<file path="src/rtl/wstore_pkg.sv">
package wstore_pkg;
  localparam int unsigned XLEN = 32;
  localparam int unsigned NREG = 8;
  localparam int unsigned RA_W = $clog2(NREG);
  localparam int unsigned BE_W = XLEN / 8;
  localparam int unsigned IMM_W = 5;

  typedef enum logic [1:0] {OP_NONE, OP_REG, OP_IMM} op_kind_e;

  typedef enum logic [2:0] {S_IDLE, S_WR, S_DONE, S_ABT, S_UNS} st_e;

  typedef struct packed {
    op_kind_e          kind;
    logic [RA_W-1:0]   rm;
    logic [RA_W-1:0]   rn;
    logic [RA_W-1:0]   rd;
    logic [IMM_W-1:0]  imm;
  } dec_t;
endpackage

</file>
<file path="src/rtl/wstore_decode.sv">
module wstore_decode
  import wstore_pkg::*;
(
  input  logic [15:0] instr_i,
  output dec_t        dec_o
);
  always_comb begin
    dec_o.rm   = instr_i[8:6];
    dec_o.rn   = instr_i[5:3];
    dec_o.rd   = instr_i[2:0];
    dec_o.imm  = instr_i[10:6];
    if (instr_i[15:9] == 7'b0101000)      dec_o.kind = OP_REG;
    else if (instr_i[15:11] == 5'b01100)  dec_o.kind = OP_IMM;
    else                                  dec_o.kind = OP_NONE;
  end
endmodule

</file>
<file path="src/rtl/wstore_regfile.sv">
module wstore_regfile #(
  parameter int unsigned W    = 32,
  parameter int unsigned N    = 8,
  parameter int unsigned NRD  = 3,
  localparam int unsigned AW  = $clog2(N)
) (
  input  logic                    clk_i,
  input  logic                    rst_ni,
  input  logic                    we_i,
  input  logic [AW-1:0]           waddr_i,
  input  logic [W-1:0]            wdata_i,
  input  logic [NRD-1:0][AW-1:0]  raddr_i,
  output logic [NRD-1:0][W-1:0]   rdata_o
);
  logic [N-1:0][W-1:0] mem_q;

  for (genvar g = 0; g < N; g++) begin : g_ent
    always_ff @(posedge clk_i or negedge rst_ni) begin
      if (!rst_ni)                              mem_q[g] <= '0;
      else if (we_i && waddr_i == AW'(g))       mem_q[g] <= wdata_i;
    end
  end

  for (genvar r = 0; r < NRD; r++) begin : g_rd
    assign rdata_o[r] = mem_q[raddr_i[r]];
  end
endmodule

</file>
<file path="src/rtl/wstore_agen.sv">
module wstore_agen
  import wstore_pkg::*;
#(
  parameter int unsigned W = 32
) (
  input  op_kind_e          kind_i,
  input  logic [W-1:0]      base_i,
  input  logic [W-1:0]      rm_val_i,
  input  logic [IMM_W-1:0]  imm_i,
  output logic [W-1:0]      addr_o,
  output logic              misal_o
);
  logic [W-1:0] ofs;
  // immediate is a word count: scale by 4
  assign ofs     = (kind_i == OP_IMM) ? W'({imm_i, 2'b00}) : rm_val_i;
  assign addr_o  = base_i + ofs;
  assign misal_o = |addr_o[1:0];
endmodule

</file>
<file path="src/rtl/wstore_unit.sv">
module wstore_unit
  import wstore_pkg::*;
(
  input  logic             clk_i,
  input  logic             rst_ni,
  input  logic [15:0]      instr_i,
  input  logic             instr_valid_i,
  output logic             instr_ready_o,
  input  logic             align_chk_i,
  input  logic             rf_we_i,
  input  logic [RA_W-1:0]  rf_waddr_i,
  input  logic [XLEN-1:0]  rf_wdata_i,
  output logic             mem_req_o,
  output logic [XLEN-1:0]  mem_addr_o,
  output logic [XLEN-1:0]  mem_wdata_o,
  output logic [BE_W-1:0]  mem_be_o,
  input  logic             mem_ready_i,
  output logic             done_o,
  output logic             abort_o,
  output logic             unsupp_o
);
  localparam int unsigned NRD = 3;

  dec_t                       dec;
  logic [NRD-1:0][RA_W-1:0]   rd_idx;
  logic [NRD-1:0][XLEN-1:0]   rd_val;
  logic [XLEN-1:0]            ea;
  logic                       misal;
  logic                       accept;

  st_e             state_q, state_d;
  logic [XLEN-1:0] addr_q, data_q;

  wstore_decode u_dec (.instr_i(instr_i), .dec_o(dec));

  assign rd_idx[0] = dec.rn;
  assign rd_idx[1] = dec.rm;
  assign rd_idx[2] = dec.rd;

  wstore_regfile #(.W(XLEN), .N(NREG), .NRD(NRD)) u_rf (
    .clk_i   (clk_i),
    .rst_ni  (rst_ni),
    .we_i    (rf_we_i),
    .waddr_i (rf_waddr_i),
    .wdata_i (rf_wdata_i),
    .raddr_i (rd_idx),
    .rdata_o (rd_val)
  );

  wstore_agen #(.W(XLEN)) u_agen (
    .kind_i   (dec.kind),
    .base_i   (rd_val[0]),
    .rm_val_i (rd_val[1]),
    .imm_i    (dec.imm),
    .addr_o   (ea),
    .misal_o  (misal)
  );

  assign instr_ready_o = (state_q == S_IDLE);
  assign accept        = instr_valid_i && instr_ready_o;

  always_comb begin
    state_d = state_q;
    unique case (state_q)
      S_IDLE: if (accept) begin
        if (dec.kind == OP_NONE)       state_d = S_UNS;
        else if (align_chk_i && misal) state_d = S_ABT;
        else                           state_d = S_WR;
      end
      S_WR:   if (mem_ready_i) state_d = S_DONE;
      S_DONE, S_ABT, S_UNS: state_d = S_IDLE;
      default: state_d = S_IDLE;
    endcase
  end

  always_ff @(posedge clk_i or negedge rst_ni) begin
    if (!rst_ni) begin
      state_q <= S_IDLE;
      addr_q  <= '0;
      data_q  <= '0;
    end else begin
      state_q <= state_d;
      if (accept && dec.kind != OP_NONE) begin
        addr_q <= ea;
        data_q <= rd_val[2];
      end
    end
  end

  assign mem_req_o   = (state_q == S_WR);
  assign mem_addr_o  = addr_q;
  assign mem_wdata_o = data_q;
  assign mem_be_o    = mem_req_o ? '1 : '0;
  assign done_o      = (state_q == S_DONE);
  assign abort_o     = (state_q == S_ABT);
  assign unsupp_o    = (state_q == S_UNS);
endmodule

</file>
<file path="config.mk">
export PLATFORM = sky130hd
export DESIGN_NAME = wstore_unit
export DESIGN_NICKNAME = d
export VERILOG_FILES = /design/src/rtl/wstore_pkg.sv /design/src/rtl/wstore_decode.sv /design/src/rtl/wstore_regfile.sv /design/src/rtl/wstore_agen.sv /design/src/rtl/wstore_unit.sv
export SDC_FILE = /design/constraint.sdc
export NUM_CORES = 1
export LEC_CHECK = 0
export BUFFER_PORTS_ARGS = -buffer_cell sky130_fd_sc_hd__buf_4
export CORE_MARGIN = 1.5
export CORE_UTILIZATION = 40
export CTS_CLUSTER_DIAMETER = 200
export CTS_CLUSTER_SIZE = 12
export DETAILED_ROUTE_END_ITERATION = 10
export PLACE_DENSITY = 0.57
export SLEW_MARGIN = 20
export SYNTH_ARGS = -nofsm -noshare
export SYNTH_HDL_FRONTEND = slang
export SYNTH_SLANG_ARGS = --single-unit
</file>
<file path="constraint.sdc">
create_clock -name clk_i -period 3.4 [get_ports clk_i]
set_clock_uncertainty 0.15 [all_clocks]
set_input_delay 0.68 -clock clk_i [delete_from_list [all_inputs] [get_ports clk_i]]
set_output_delay 0.68 -clock clk_i [all_outputs]
set_load 0.005 [all_outputs]
</file>
After elaboration in Yosys (flattened, before gate mapping)
Index checks and enable logic that the tools add are counted.
Widths: inputs -> output; s select.
- add/subtract/negate cells: 1
- magnitude comparators: 3
- eq/ne operators: 16
- muxes and demuxes: 15
- reduce and logical (&&, ||, !) cells: 17
- operators with widths (operator ; count):
    $bmux 32 s3 ; 3
    $mux 32 ; 4
    $add 32x32->32 ; 1
    $eq 3x3->1 const B ; 5
    $eq 3x2->1 const B ; 4
    $lt 3x4->1 const B ; 3
    $logic_and 1x1->1 ; 11
    $mux 3 ; 3
    $eq 7x6->1 const B ; 1
    $eq 3x1->1 const B ; 2
    $logic_not 3->1 ; 2
    $mux 2 ; 3
    $pmux 3 s2 ; 1
    $eq 5x4->1 const B ; 1
    $mux 4 ; 1
    $ne 2x1->1 const B ; 2
    $eq 2x2->1 const B ; 1
    $logic_not 2->1 ; 1
    $reduce_and 2->1 ; 1
    $reduce_bool 2->1 ; 1
    $reduce_or 2->1 ; 1
- register bits after elaboration: 323
- bits of input ports: 57
- output and inout port bits: 73
- logic and storage cells: 63

Depth between registers and ports, before layout
Gate-level depths: netlist (run 1).
- word-level depth: 12
- depth in mapped cells: 15

By module
Synthesis (run 1) repeated with hierarchy kept, for this count alone.
- cell total of the unflattened synthesis: 1338
- area, all modules: 20706.1 sq um
- modules (own cells, without submodules) (module ; instances ; cells an instance ; area each (sq um) ; seq. area each (sq um)):
    wstore_regfile ; 1 ; 893 ; 15791.4 ; 6406.1
    wstore_unit ; 1 ; 158 ; 2839.0 ; 1676.6
    wstore_agen ; 1 ; 269 ; 1935.6 ; 0.0
    wstore_decode ; 1 ; 18 ; 140.1 ; 0.0

Worst setup path after synthesis (run 1)
Ideal clock, no wire load.
- kind: input-to-reg
- start point: in instr_i[3]
- end point: reg addr_q[31] (netlist: mem_addr_o[31])
- library setup time: 0.090 ns
- arrival: 3.719 ns
- setup slack: -0.559 ns
- cell stages on the path: 12
- buffers on the path: 2
- path through: buf_2 -> buf_2 -> mux4_2 -> mux2_2 -> ha_1 -> a21oi_1 -> o211ai_1 -> a21oi_1 -> o21ai_1 -> a21o_1 -> or4_1 -> o2111ai_1
- longest elaborated chain between the ends: 3
- RTL lines (what ; line ; RTL):
    from (decl) ; wstore_unit.sv:6 ; input logic [15:0] instr_i,
    $bmux 32 s3 ; wstore_regfile.sv:25 ; assign rdata_o[r] = mem_q[raddr_i[r]];
    $mux 32 (not written as such) ; wstore_regfile.sv:25 ;
    $add 32x32->32 ; wstore_agen.sv:16 ; assign addr_o = base_i + ofs;
    to (signal assigned) ; wstore_unit.sv:79 ; addr_q <= '0;
    to (signal assigned) ; wstore_unit.sv:84 ; addr_q <= ea;
    to (decl) ; wstore_unit.sv:32 ; logic [XLEN-1:0] addr_q, data_q;
Every way passes these cells. The select of a mux whose other input is x is not followed.
A chain may end at the register's enable or synchronous reset.

Worst setup path in the final report (run 1)
- start point: in instr_i[6]
- end point: reg addr_q[31] (netlist: mem_addr_o[31])
- longest elaborated chain between the ends: 4
- RTL lines (what ; line ; RTL):
    $bmux 32 s3 ; wstore_regfile.sv:25 ;
    $mux 32 (not written as such) ; wstore_regfile.sv:25 ;
    $mux 32 (*) ; wstore_agen.sv:15 ; assign ofs = (kind_i == OP_IMM) ? W'({imm_i, 2'b00}) : rm_val_i;
    $add 32x32->32 (*) ; wstore_agen.sv:16 ;
Mark *: on every way between the ends. The rest lies on a longest branch, timed or not. The select of a mux whose other input is x is not followed.

==> load_flow_metrics.sql, run 1 <==
INSERT INTO impl_metrics (metric_group, metric, value, unit) VALUES
('synthesis', 'synth.yosys.warnings', '0', ''),
('setup_path', 'r2r.worst_path.cells', '11', ''),
('power_and_ir_drop', 'leakagePower', '10.03', 'nW'),
('place', 'dpl.cell_count', '2232', ''),
('global_routing', 'grt_usage', '23.06', '%'),
('final_layout', 'syn_to_final_growth', '22.31', '%'),
('synthesis', 'synth_enable_flop_cells', '0', ''),
('global_routing', 'global_route.overflow_total', '0', ''),
('final_layout', 'layout.cells.most_common_list', 'sky130_fd_sc_hd__dfrtp_1 (323), sky130_fd_sc_hd__mux2_2 (286), sky130_fd_sc_hd__buf_4 (284)', ''),
('power_and_ir_drop', 'ir_drop', '0.4205', 'mV'),
('floorplanning', 'design.portCount', '130', ''),
('synthesis', 'asyncSetResetFlopFracSynth', '100.0', '%'),
('timing', 'rsz0062_at_grt', 'yes', ''),
('synthesis', 'synth_area', '0.01936', 'mm2'),
('final_layout', 'finalNetCount', '1758', ''),
('final_layout', 'final_cell_count_no_fill', '2285', ''),
('timing', 'fin_tns_setup', '0', 'ns'),
('setup_path', 'data_arrival_critical_path', '3.72', 'ns'),
('timing', 'setup_violations', '0', ''),
('synthesis', 'postSynthNetCount', '1519', ''),
('job', 'drv.max_cap_violation_count', '0', ''),
('synthesis', 'synthCells', '1430', ''),
('global_routing', 'grt_antenna_before_repair', '2', ''),
('detailed_routing', 'pre_repair_dr_iteration_count', '4', ''),
('floorplanning', 'fp.dieH', '223.0', 'um'),
('final_layout', 'post_route_cells_drive_above_1_share', '53.68', '%'),
('clock_network', 'cts_num_sinks', '323', ''),
('detailed_routing', 'antenna_violating_nets_post_route', '0', ''),
('setup_path', 'setup.worst_path.end_class', 'flop', ''),
('global_routing', 'grt_max_degree', '83', ''),
('detailed_routing', 'drt_first_iter_violations', '897', ''),
('floorplanning', 'initial_core_util', '40.55', '%'),
('timing', 'drv_slew', '0', ''),
('setup_path', 'setup.worst_path.start_class', 'primary input', ''),
('clock_network', 'clock_latency', '0.60', 'ns'),
('place', 'placement.io_buffers', '129', ''),
('hold_path', 'hold_path_class', 'primary input to flop', ''),
('detailed_routing', 'wl_per_cell', '24.87', 'um'),
('clock_network', 'max-clock-path-buffers', '3', ''),
('detailed_routing', 'post_drt_via_cell_ratio', '5.904', ''),
('detailed_routing', 'route.vias.total', '13490', ''),
('final_layout', 'layout_commonest_cell', 'sky130_fd_sc_hd__dfrtp_1', ''),
('floorplanning', 'die_area', '0.04972', 'mm2'),
('timing', 'fmax', '297.5', 'MHz'),
('timing', 'max-slew-margin-rel', '48.40', '%'),
('synthesis', 'ys_dominant_reg_cell', 'sky130_fd_sc_hd__dfrtp_1', ''),
('place', 'gpl.final_weighted_congestion', '0.8926', ''),
('timing', 'timing.final.hold_violations', '0', ''),
('setup_path', 'setup.worst_path.class', 'primary input to flop', ''),
('outcome', 'status', 'finished clean', ''),
('place', 'dp_hpwl', '38100', 'um'),
('timing', 'post-route-period-util', '98.85', '%'),
('floorplanning', 'chipWidth', '223.0', 'um'),
('synthesis', 'ys_seq_elements', '323', ''),
('clock_network', 'cts.root.buffer_cell', 'sky130_fd_sc_hd__clkbuf_16', ''),
('clock_network', 'tritoncts', 'yes', ''),
('synthesis', 'yosysSeqAreaShare', '41.75', '%'),
('clock_network', 'worst_setup_hold_path_clk_slew', '0.06', 'ns'),
('detailed_routing', 'route.final.wire_length', '56840', 'um'),
('power_and_ir_drop', 'p_per_area', '644.9', 'mW/mm2'),
('clock_network', 'cts-buffers-inserted', '30', ''),
('setup_path', 'path_max_fanout', '7', ''),
('synthesis', 'avg_inst_size_synth', '13.54', 'um2'),
('synthesis', 'yosysUniqueCellTypes', '53', ''),
('floorplanning', 'rows', '80', ''),
('timing', 'layout_min_cycle_time', '3.361', 'ns'),
('global_routing', 'grt_pass1_vias', '14000', ''),
('setup_path', 'cp.required', '3.75', 'ns'),
('hold_path', 'worstHoldPathCells', '2', ''),
('floorplanning', 'core_area', '0.04775', 'mm2'),
('detailed_routing', 'detail_route.drc_violations', '0', ''),
('clock_network', 'htreeDepth', '1', ''),
('global_routing', 'grt_pass1_wl', '87410', 'um'),
('timing', 'whs', '0.1824', 'ns'),
('timing', 'worst_pin_slew', '0.7741', 'ns');
-- synth_stat cells (6+ instances only) --
master	number	area, um2
sky130_fd_sc_hd__a21oi_1	41	205.2
sky130_fd_sc_hd__nor3b_1	6	45.04
sky130_fd_sc_hd__ha_1	31	387.9
sky130_fd_sc_hd__nand3_1	7	35.03
sky130_fd_sc_hd__xnor2_1	15	131.4
sky130_fd_sc_hd__clkbuf_1	70	262.8
sky130_fd_sc_hd__nand2_1	103	386.6
sky130_fd_sc_hd__mux2i_1	62	620.6
sky130_fd_sc_hd__mux4_2	192	4324
sky130_fd_sc_hd__a21o_1	10	75.07
sky130_fd_sc_hd__o21ai_1	13	65.06
sky130_fd_sc_hd__nor2_1	52	195.2
sky130_fd_sc_hd__o21ai_0	74	370.4
sky130_fd_sc_hd__nor3_1	8	40.04
sky130_fd_sc_hd__dfrtp_1	323	8083
sky130_fd_sc_hd__buf_1	10	37.54
sky130_fd_sc_hd__buf_2	27	135.1
sky130_fd_sc_hd__nand4_1	8	50.05
sky130_fd_sc_hd__xor2_1	11	96.34
sky130_fd_sc_hd__mux2_2	288	3243
sky130_fd_sc_hd__o211ai_1	6	45.04
sky130_fd_sc_hd__inv_1	12	45.04
-- where the power goes --
part	total [mW]	switching (mW)	internal, mW
clock	3.03	1.44	1.59
sequential	5.67	0.885	4.79
combinational	6.57	2.84	3.73
total	15.3	5.16	10.1
-- state kept, by name, indices dropped and copies added (netlist names) --
name         count
u_rf.mem_q     256
mem_wdata_o     32
state_q          3
mem_addr_o      32
-- final cells by class --
type	count	area, um2
antenna	1	2.502
clock buffer	32	779.5
fill	4139	24070
inverter	12	45.04
multi-input combinational	982	11150
sequential	323	8083
tap	615	769.5
timing repair buffer	320	2848
-- metrics by stage --
step | util, % | setup WS, ns | area, um2 | power (mW)
2_1_floorplan | - | -0.1600 | 19700 | 9.239
3_3_place_gp | 46.88 | -0.6402 | 22380 | 11.86
3_5_place_dp | 46.88 | -0.6163 | 22380 | 11.96
4_1_cts | 48.64 | 0.005727 | 23220 | 15.06
5_1_grt | 49.59 | -0.08130 | 23680 | 16.21
6_report | 49.59 | 0.03916 | 23680 | 15.27
-- cell families (layout without fill, tap and decap cells) --
family / Yosys count / after routing / synth area share (%)
flip-flops: 323 / 323 / 41.75
buffers and inverters: 125 / 364 / 2.721
AO/OA/AOI/OAI: 176 / 176 / 5.281
adder cells (fa/ha/maj): 32 / 32 / 2.107
AND/OR/NAND/NOR: 206 / 206 / 4.667
other: 0 / 1 / 0
XOR/XNOR: 26 / 26 / 1.176
multiplexers: 542 / 542 / 42.30
-- routing by layer --
metal  routed length, um  GRT usage [%]  share of wire [%]
met1               27270          35.17                 48
met2               25480          34.79                 45
met4                1022          5.069                1.8
met5                  12              0              0.021
met3                3054          3.398                5.4
-- worst max-delay path, cell delays in order --
cell and delay [ns]:
sky130_fd_sc_hd__buf_12 0.12, sky130_fd_sc_hd__buf_12 0.15, sky130_fd_sc_hd__buf_4 0.13, sky130_fd_sc_hd__mux4_2 0.50, sky130_fd_sc_hd__mux2i_2 0.20, sky130_fd_sc_hd__o21ai_1 0.10
sky130_fd_sc_hd__ha_1 0.39, sky130_fd_sc_hd__a21oi_2 0.25, sky130_fd_sc_hd__o211ai_1 0.13, sky130_fd_sc_hd__a21oi_2 0.20, sky130_fd_sc_hd__o21ai_2 0.14, sky130_fd_sc_hd__a21o_1 0.21
sky130_fd_sc_hd__or4_1 0.41, sky130_fd_sc_hd__o2111ai_2 0.09
-- what timing repair did --
item	in CTS	in global routing
endpoints found under the setup margin	1	16
hold buffers	1	0
hold endpoints to repair	74	0
pin swaps	2	25
setup buffers	0	16
cloned	1	2
resized for setup	3	56
-- worst paths after layout --
| check | from | endpoint | slack (ns) |
|---|---|---|---|
| max in group asynchronous | rst_ni | u_rf.mem_q[150]$_DFFE_PN0P_ | 1.73 |
| worst max-delay path | instr_i[6] | mem_addr_o[31]$_DFFE_PN0P_ | 0.04 |
| min in group asynchronous | rst_ni | u_rf.mem_q[37]$_DFFE_PN0P_ | 0.55 |
| worst min-delay path | mem_ready_i | state_q[1]$_DFFE_PN0P_ | 0.18 |
| worst max register to register | u_rf.mem_q[135]$_DFFE_PN0P_ | mem_addr_o[30]$_DFFE_PN0P_ | 0.10 |
| worst min register to register | mem_addr_o[0]$_DFFE_PN0P_ | mem_addr_o[0]$_DFFE_PN0P_ | 0.33 |
(Power assumes the default switching activity.)
==> inputs of run 2 (changes only) <==
--- a/config.mk
+++ b/config.mk
@@ -6,12 +6,15 @@
 export NUM_CORES = 1
 export LEC_CHECK = 0
 export BUFFER_PORTS_ARGS = -buffer_cell sky130_fd_sc_hd__buf_4
+export CELL_PAD_IN_SITES_DETAIL_PLACEMENT = 1
+export CELL_PAD_IN_SITES_GLOBAL_PLACEMENT = 1
+export CORE_ASPECT_RATIO = 1.4
 export CORE_MARGIN = 1.5
 export CORE_UTILIZATION = 40
 export CTS_CLUSTER_DIAMETER = 200
 export CTS_CLUSTER_SIZE = 12
 export DETAILED_ROUTE_END_ITERATION = 10
-export PLACE_DENSITY = 0.57
+export PLACE_DENSITY = 0.66
 export SLEW_MARGIN = 20
 export SYNTH_ARGS = -nofsm -noshare
 export SYNTH_HDL_FRONTEND = slang
==> load_flow_metrics.sql, run 2 (same netlist as run 1, synthesis figures left out) <==
INSERT INTO impl_metrics (metric_group, metric, value, unit) VALUES
('outcome', 'status', 'complete, but fails checks', ''),
('outcome', 'violated_checks', 'setup timing', ''),
('setup_path', 'r2r.worst_path.cells', '11', ''),
('clock_network', 'cts_num_sinks', '323', ''),
('global_routing', 'grt_antenna_before_repair', '1', ''),
('detailed_routing', 'detail_route.drc_violations', '0', ''),
('timing', 'worst_pin_slew', '0.8396', 'ns'),
('power_and_ir_drop', 'ir_drop', '0.4355', 'mV'),
('place', 'placement.io_buffers', '129', ''),
('global_routing', 'grt_usage', '24.63', '%'),
('clock_network', 'worst_setup_hold_path_clk_slew', '0.07', 'ns'),
('timing', 'final.setup.worst_slack', '-0.01953', 'ns'),
('final_layout', 'finalCoreUtilization', '49.90', '%'),
('place', 'dp_worst_setup_slack', '-0.8172', 'ns'),
('detailed_routing', 'wl_per_cell', '26.45', 'um'),
('clock_network', 'htreeDepth', '1', ''),
('setup_path', 'cp.required', '3.71', 'ns'),
('setup_path', 'setup.worst_path.start_class', 'primary input', ''),
('floorplanning', 'core_area', '0.04790', 'mm2'),
('detailed_routing', 'post_drt_via_cell_ratio', '5.926', ''),
('detailed_routing', 'route.final.wire_length', '61240', 'um'),
('final_layout', 'largest_reg_flops', '256', ''),
('final_layout', 'post_route_cells_drive_above_1_share', '54.04', '%'),
('global_routing', 'grt_pass1_vias', '15340', ''),
('clock_network', 'max-clock-path-buffers', '3', ''),
('floorplanning', 'chipWidth', '188.9', 'um'),
('job', 'drv.max_cap_violation_count', '0', ''),
('setup_path', 'startpoint_of_the_worst_register_to_register_path', 'u_rf.mem_q[231]$_DFFE_PN0P_', ''),
('final_layout', 'syn_to_final_growth', '23.48', '%'),
('setup_path', 'data_arrival_critical_path', '3.73', 'ns'),
('power_and_ir_drop', 'p_per_area', '658.7', 'mW/mm2'),
('floorplanning', 'design.portCount', '130', ''),
('final_layout', 'layout_commonest_cell', 'sky130_fd_sc_hd__dfrtp_1', ''),
('final_layout', 'layout.cells.most_common_list', 'sky130_fd_sc_hd__dfrtp_1 (323), sky130_fd_sc_hd__buf_4 (291), sky130_fd_sc_hd__mux2_2 (285)', ''),
('setup_path', 'setup.worst_path.start', 'instr_i[6]', ''),
('timing', 'fmax', '292.4', 'MHz'),
('floorplanning', 'initial_core_util', '40.41', '%'),
('setup_path', 'path_max_fanout', '8', ''),
('timing', 'rsz0062_at_grt', 'yes', ''),
('global_routing', 'grt_pass1_wl', '93460', 'um'),
('global_routing', 'grt_max_degree', '89', ''),
('timing', 'post-route-period-util', '100.6', '%'),
('final_layout', 'regMostFlops', 'u_rf.mem_q', ''),
('timing', 'max-slew-margin-rel', '44.03', '%'),
('setup_path', 'setup.worst_path.class', 'primary input to flop', ''),
('global_routing', 'global_route.overflow_total', '0', ''),
('detailed_routing', 'antenna_violating_nets_post_route', '0', ''),
('timing', 'drv_slew', '0', ''),
('floorplanning', 'die_area', '0.04974', 'mm2'),
('timing', 'setup_violations', '1', ''),
('setup_path', 'worstReg2RegEnd', 'mem_addr_o[28]$_DFFE_PN0P_', ''),
('timing', 'layout_min_cycle_time', '3.420', 'ns'),
('setup_path', 'setup.worst_path.end_class', 'flop', ''),
('timing', 'timing.final.hold_violations', '0', ''),
('clock_network', 'cts-buffers-inserted', '30', ''),
('floorplanning', 'fp.dieH', '263.3', 'um'),
('setup_path', 'setup.reg_to_reg.worst_slack', '0', 'ns'),
('power_and_ir_drop', 'leakagePower', '10.16', 'nW'),
('detailed_routing', 'drt_first_iter_violations', '681', ''),
('hold_path', 'hold_path_class', 'primary input to flop', ''),
('setup_path', 'cp-endpoint', 'mem_addr_o[28]$_DFFE_PN0P_', ''),
('final_layout', 'finalNetCount', '1773', ''),
('clock_network', 'tritoncts', 'yes', ''),
('clock_network', 'cts.root.buffer_cell', 'sky130_fd_sc_hd__clkbuf_16', ''),
('place', 'gpl.final_weighted_congestion', '0.8525', ''),
('detailed_routing', 'pre_repair_dr_iteration_count', '5', ''),
('floorplanning', 'rows', '95', ''),
('place', 'dp_hpwl', '41460', 'um'),
('clock_network', 'clock_latency', '0.59', 'ns'),
('detailed_routing', 'route.vias.total', '13720', ''),
('final_layout', 'fillCellCount', '4812', '');
==> run 2: how the worst min path moves through the flow <==
| stage | start | to | slack, ns | cells past startpoint |
|---|---|---|---|---|
| after floorplan | rst_ni | mem_addr_o[0]$_DFFE_PN0P_ | 0.23 | 0 |
| after global placement | mem_wdata_o[14]$_DFFE_PN0P_ | mem_wdata_o[14]$_DFFE_PN0P_ | 0.31 | 2 |
| after detailed placement | mem_addr_o[22]$_DFFE_PN0P_ | mem_addr_o[22]$_DFFE_PN0P_ | 0.32 | 2 |
| after CTS | mem_ready_i | state_q[1]$_DFFE_PN0P_ | 0.15 | 2 |
| after global routing | mem_ready_i | state_q[1]$_DFFE_PN0P_ | 0.16 | 2 |
| final | mem_ready_i | state_q[1]$_DFFE_PN0P_ | 0.18 | 2 |
==> run 2: worst max-delay path: stages <==
cell and delay (ns):
sky130_fd_sc_hd__buf_16 0.13, sky130_fd_sc_hd__buf_12 0.14, sky130_fd_sc_hd__buf_4 0.11, sky130_fd_sc_hd__mux4_2 0.48
sky130_fd_sc_hd__mux2i_1 0.16, sky130_fd_sc_hd__nor2_1 0.07, sky130_fd_sc_hd__ha_1 0.35, sky130_fd_sc_hd__nand4_1 0.16
sky130_fd_sc_hd__buf_4 0.19, sky130_fd_sc_hd__nor3_4 0.17, sky130_fd_sc_hd__o21ai_2 0.08, sky130_fd_sc_hd__a2111o_1 0.42
sky130_fd_sc_hd__o211ai_1 0.27, sky130_fd_sc_hd__xnor2_1 0.18, sky130_fd_sc_hd__o21ai_1 0.09
==> run 2: power by group <==
group	switching [mW]	total, mW	internal [mW]	leakage, nW
logic	3.08	6.96	3.88	5.82
clock network	1.46	3.05	1.59	0.383
registers	0.949	5.74	4.79	3.96
==> run 2: what timing repair did <==
| action | in CTS | in global routing |
|---|---|---|
| gates cloned | 0 | 3 |
| hold endpoints to repair | 60 | 0 |
| setup buffers | 2 | 20 |
| gates resized for setup | 12 | 54 |
| hold buffers | 1 | 0 |
| pin swaps | 6 | 27 |
| endpoints found under the setup margin | 10 | 16 |
==> run 2: final cells by class <==
| class | instances | area, um2 | area share, % |
|---|---|---|---|
| tap | 630 | 788.3 | 3.298 |
| antenna | 1 | 2.502 | 0.01047 |
| timing repair buffer | 335 | 3044 | 12.73 |
| multi-input combinational | 982 | 11160 | 46.69 |
| inverter | 12 | 45.04 | 0.1884 |
| sequential | 323 | 8083 | 33.81 |
| clock buffer | 32 | 779.5 | 3.261 |
==> run 2: metal layers <==
layer	wire length, um	vias to the layer above	GRT usage, %
met3	1866	100	2.186
met2	33480	290	46.34
met1	24100	7363	29.38
met4	1787	0	7.722
li1	-	5965	-
met5	0	-	0
==> run 2: stage by stage <==
stage          hold slack (ns)  instances  total power, mW  instance area [um2]  TNS [ns]
2_1_floorplan           0.2344       1430            9.239                19700   -0.7845
3_3_place_gp            0.3148       2256            12.09                22550    -12.91
3_5_place_dp            0.3209       2256            12.29                22550    -13.25
4_1_cts                 0.1507       2291            15.48                23410  -0.07752
5_1_grt                 0.1601       2315            16.60                23900   -0.4266
6_report                0.1752       2315            15.75                23900  -0.01953
